$ cat src/rtl/dpk_pkg.sv
package dpk_pkg;
    localparam int DIGIT_W  = 4;
    localparam int DIGITS   = 3;
    localparam int BCD_W    = DIGIT_W * DIGITS;
    localparam int DECLET_W = 10;

    typedef enum logic {
        ST_EMPTY = 1'b0,
        ST_FULL  = 1'b1
    } stage_state_t;
endpackage

$ cat src/rtl/dpk_declet_enc.sv
module dpk_declet_enc
    import dpk_pkg::*;
(
    input  logic [BCD_W-1:0]    bcd_in,
    output logic [DECLET_W-1:0] declet_out
);
    logic a, b, c, d, e, f, g, h, i, j, k, m;
    logic p, q, r, s, t, u, v, w, x, y;

    always_comb begin
        {a, b, c, d, e, f, g, h, i, j, k, m} = bcd_in;
        // direct copies of the digit low bits
        r = d;
        u = h;
        y = m;
        // indicator bits built from the large-digit flags a, e, i
        v = a | e | i;
        w = a | (e & i) | (~e & ~i & j);
        x = e | (a & i) | (~a & ~i & k);
        // upper fields
        p = (~a & b) | (a & ~i & j) | (a & ~e & i & f);
        q = (~a & c) | (a & ~i & k) | (a & ~e & i & g);
        s = (e & i) | (~e & ~i & f) | (~a & ~e & f) | (~a & e & ~i & j);
        t = (a & i) | (~e & ~i & g) | (~a & ~e & g) | (~a & e & ~i & k);
        declet_out = {p, q, r, s, t, u, v, w, x, y};
    end
endmodule

$ cat src/rtl/dpk_word_map.sv
module dpk_word_map
    import dpk_pkg::*;
#(
    parameter int WORD_W          = 64,
    parameter int GROUPS_PER_HALF = 2
) (
    input  logic [WORD_W-1:0] in_word,
    output logic [WORD_W-1:0] out_word
);
    localparam int HALVES   = 2;
    localparam int HALF_W   = WORD_W / HALVES;
    localparam int N_GROUPS = HALVES * GROUPS_PER_HALF;

    logic [DECLET_W-1:0] declets [N_GROUPS];
    logic                unused_pad;

    assign unused_pad = ^in_word;

    for (genvar hf = 0; hf < HALVES; hf++) begin : g_half
        for (genvar gp = 0; gp < GROUPS_PER_HALF; gp++) begin : g_group
            localparam int IN_LO = hf * HALF_W + gp * BCD_W;
            dpk_declet_enc u_enc (
                .bcd_in     (in_word[IN_LO +: BCD_W]),
                .declet_out (declets[hf * GROUPS_PER_HALF + gp])
            );
        end
    end

    always_comb begin
        out_word = '0;
        for (int n = 0; n < N_GROUPS; n++) begin
            out_word[(n / GROUPS_PER_HALF) * HALF_W + (n % GROUPS_PER_HALF) * DECLET_W +: DECLET_W] = declets[n];
        end
    end
endmodule

$ cat src/rtl/dpk_out_stage.sv
module dpk_out_stage
    import dpk_pkg::*;
#(
    parameter int WORD_W = 64
) (
    input  logic              clk,
    input  logic              rst_n,
    input  logic              load,
    input  logic [WORD_W-1:0] next_word,
    output logic              held_valid,
    output logic [WORD_W-1:0] held_word
);
    stage_state_t state_q, state_d;

    // state register
    always_ff @(posedge clk or negedge rst_n) begin
        if (!rst_n) begin
            state_q <= ST_EMPTY;
        end else begin
            state_q <= state_d;
        end
    end

    // transitions: T_IDLE, T_LOAD, T_STREAM, T_DRAIN
    always_comb begin
        state_d = state_q;
        unique case (state_q)
            ST_EMPTY: state_d = load ? ST_FULL : ST_EMPTY;
            ST_FULL:  state_d = load ? ST_FULL : ST_EMPTY;
            default:  state_d = ST_EMPTY;
        endcase
    end

    // outputs
    always_comb begin
        unique case (state_q)
            ST_FULL: held_valid = 1'b1;
            default: held_valid = 1'b0;
        endcase
    end

    always_ff @(posedge clk or negedge rst_n) begin
        if (!rst_n) begin
            held_word <= '0;
        end else if (load) begin
            held_word <= next_word;
        end
    end
endmodule

$ cat src/rtl/bcd_declet_packer.sv
module bcd_declet_packer
    import dpk_pkg::*;
#(
    parameter int WORD_W          = 64,
    parameter int GROUPS_PER_HALF = 2
) (
    input  logic              clk,
    input  logic              rst_n,
    input  logic              in_valid,
    input  logic [WORD_W-1:0] in_data,
    output logic              out_valid,
    output logic [WORD_W-1:0] out_data
);
    logic [WORD_W-1:0] packed_word;

    dpk_word_map #(
        .WORD_W          (WORD_W),
        .GROUPS_PER_HALF (GROUPS_PER_HALF)
    ) u_map (
        .in_word  (in_data),
        .out_word (packed_word)
    );

    dpk_out_stage #(
        .WORD_W (WORD_W)
    ) u_stage (
        .clk        (clk),
        .rst_n      (rst_n),
        .load       (in_valid),
        .next_word  (packed_word),
        .held_valid (out_valid),
        .held_word  (out_data)
    );
endmodule

$ cat config.mk
export PLATFORM = sky130hd
export DESIGN_NAME = bcd_declet_packer
export DESIGN_NICKNAME = d
export VERILOG_FILES = /design/src/rtl/dpk_pkg.sv /design/src/rtl/dpk_declet_enc.sv /design/src/rtl/dpk_word_map.sv /design/src/rtl/dpk_out_stage.sv /design/src/rtl/bcd_declet_packer.sv
export SDC_FILE = /design/constraint.sdc
export NUM_CORES = 1
export LEC_CHECK = 0
export ABC_CLOCK_PERIOD_IN_PS = 1020
export BUFFER_PORTS_ARGS = -buffer_cell sky130_fd_sc_hd__buf_2
export CORE_ASPECT_RATIO = 1.1
export CORE_MARGIN = 4
export CORE_UTILIZATION = 33
export DETAILED_ROUTE_END_ITERATION = 6
export SLEW_MARGIN = 20
export SYNTH_ARGS = -nofsm -noshare
export SYNTH_HDL_FRONTEND = slang
export SYNTH_SLANG_ARGS = --single-unit
$ cat constraint.sdc
create_clock -name clk -period 1.02 [get_ports clk]
set_input_delay 0.051 -clock clk [delete_from_list [all_inputs] [get_ports clk]]
set_output_delay 0.051 -clock clk [all_outputs]
set_load 0.01 [all_outputs]
==> impl_metrics.toml <==
[status]
status = "complete, no violations"

[logic_synthesis]
synthCells = 231
synth_warnings = 0
synth.ff_latch_count = 41
synth-seq-area-share_pct = 43.9
syn_avg_cell_area_um2 = 10.1
synth.distinct_cells = 31
syn-cell-area_um2 = 2340

[final_layout]
final-seq-area_um2 = 1030
syn_to_final_growth_pct = 26.2
drive_gt1_share_pct = 41.9
multiInputGateArea_um2 = 1030
nFillCells = 679
final_nets = 394
antenna_cells = 0
fin_area_um2 = 2950

[worst_setup_path]
crit_arrival_ns = 0.83
end_kind = "output port"
path_buf_inv = 1
timing.rr.end = "u_stage.held_word[50]"
critPathTopFamily = "flip-flops"
crit_slowest_cell = "dfrtp_1"
cp_cell_sequence = "buf_2"
ff2ff_path_depth = 3
max_stage_delay_ns = 0.39
cp_max_fo = 2
start_kind = "flip-flop"
cp-endpoint = "out_data[15]"
worstReg2RegStart = "u_stage.held_word[50]"
cp_data_required_time_ns = 0.97
path_depth = 1
path_class = "reg2out"
timing.critical_path.from = "u_stage.held_word[15]"
worst-r2r-setup-slack_ns = 0.20

[worst_hold_path]
hold_path_class = "in2reg"
hold_start = "in_data[34]"

[timing]
hold_viol = 0
drv_slew = 0
period_minus_slack_ns = 0.876
finalClockSkew_ns = 0
timing.fmax_mhz = 1140
finalSetupViolCount = 0
timing.final.ws_setup_ns = 0.144
finalCritPeriodShare_pct = 85.9
rsz0062_at_grt = "no"
fin_setup_tns_ns = 0

[pwr]
power_density_nw_per_um2 = 1370
p_total_mw = 4.03
ir_drop_uv = 572
leakagePower_nw = 1.37

[clock_tree]
numCtsBuffers = 5
cts_tree = "done"
clk_pin_slew_ns = 0.08
clk_path_buf_depth = 2
clock_latency_ns = 0.29
cts.repair.resized = 0
htreeDepth = 2
cts_sinks = 41
root_buffer = "clkbuf_8"

[grt]
antenna_found_initial = 0
grt_pass1_wl_um = 8060
grt_max_degree = 42
gr-total-overflow = 0
grt_pass1_vias = 1754
grt_usage_pct = 11.9

[route]
ant_nets = 0
drt_iter0_drc = 32
num_vias = 1892
drc_errors = 0
drt-total-wl_um = 5100
via_per_inst = 4.63
wire_per_inst_um = 12.5
firstDrtPassIters = 4

[run]
cap_viol_max_count = 0

[die]
row_count = 31
die_area_um2 = 8500
chipWidth_um = 88.3
io_pins = 132
start_util_pct = 34.6
die_h_um = 96.3
core_area_um2 = 6750

[placement]
io_buffers = 91
gp_congestion = 0.767
dpl_worst_slack_ns = 0.139
hpwl_um = 3770
place_area_um2 = 2720
==> power breakdown <==
part           switching (mW)  internal [mW]  leakage (nW)
sequential             0.0780           1.79         0.462
combinational           0.484          0.438         0.853
clock                   0.533          0.711        0.0540
==> what timing repair did <==
action	in CTS	in global routing
setup buffers	0	0
hold endpoints to repair	53	0
hold buffers	13	0
==> layer usage <==
layer / track usage [%] / wire (um) / vias up
met1: 14.8 / 2200 / 883
met2: 19.6 / 2370 / 74
met5: 0 / 0 / -
li1: - / - / 931
met4: 3.40 / 45 / 0
met3: 3.94 / 485 / 4
==> placed cells by master, fill, tap and decap left out, drive strengths merged, types with 3 or more instances in the layout <==
master,instances
a211oi,4
a21oi,20
a31o,3
a31oi,8
a41oi,3
buf,96
clkbuf,5
conb,24
dfrtp,41
dlygate4sd3,13
inv,8
mux2,16
nand2,11
nand2b,10
nand3b,7
nor2,28
nor2b,4
nor3,4
nor3b,5
o21ai,7
o22ai,4
==> cell families (layout without fill, tap and decap cells) <==
family / after synthesis / after routing / share of synthesized area (%)
AOI/OAI and AO/OA: 52 / 52 / 15.1
other: 1 / 24 / 0.160
buffers and inverters: 51 / 124 / 15.8
DFF: 41 / 41 / 43.9
and+or+nand+nor: 70 / 70 / 17.3
muxes: 16 / 16 / 7.70
==> worst min-delay path, delay by kind of cell <==
family,cells,cell delay (ns)
buffers and inverters,1,0.12
AO/OA/AOI/OAI,1,0.07
AND/OR/NAND/NOR,1,0.05
==> through the flow <==
step	std cells	hold slack (ns)	utilization [%]
floorplan	254	-0.245	-
global placement	389	0.0460	40.3
detailed placement	389	0.0415	40.3
CTS	409	0.0155	43.7
global route	409	0.0340	43.7
finish	409	0.0348	43.7
==> layout make-up <==
type,instances,share of cell area (%)
clock buffers,5,2.33
clock inverters,2,1.19
repair buffers,109,22.4
multi-input cells,162,34.8
inverters,8,1.02
flip-flops and latches,41,34.8
well taps,82,3.48
==> worst min-delay path by stage <==
stage | to | slack (ns) | cells after the start
after floorplan | u_stage.held_word[0] | -0.24 | 0
after global placement | u_stage.held_word[48] | 0.05 | 2
after detailed placement | u_stage.held_word[48] | 0.04 | 2
after CTS | u_stage.held_word[34] | 0.02 | 3
after global routing | u_stage.held_word[34] | 0.03 | 3
final | u_stage.held_word[34] | 0.03 | 3
==> Yosys cell counts (all sizes together) <==
cell type / instances / share of area, %
nor2: 28 / 4.5
nor3: 4 / 0.86
o22ai: 4 / 1.1
a41oi: 3 / 2.1
and2: 1 / 0.37
nand2b: 10 / 3.5
mux2: 16 / 7.7
nand3b: 7 / 2.2
nand2: 11 / 1.8
a31o: 3 / 1.1
nor3b: 5 / 3.0
o221a: 1 / 0.48
nor2b: 4 / 1.1
a211oi: 4 / 1.3
a31oi: 8 / 2.1
buf: 43 / 15
conb: 1 / 0.16
a21o: 1 / 0.32
dfrtp: 41 / 44
inv: 8 / 1.3
a221oi: 1 / 0.64
o21ai: 7 / 1.5
a21oi: 20 / 4.4
==> state kept, by name, indices dropped and copies added, names as in the netlist <==
register	flops
u_stage.state_q	1
u_stage.held_word	40
No activity file was read; power rests on OpenSTA's default activity.
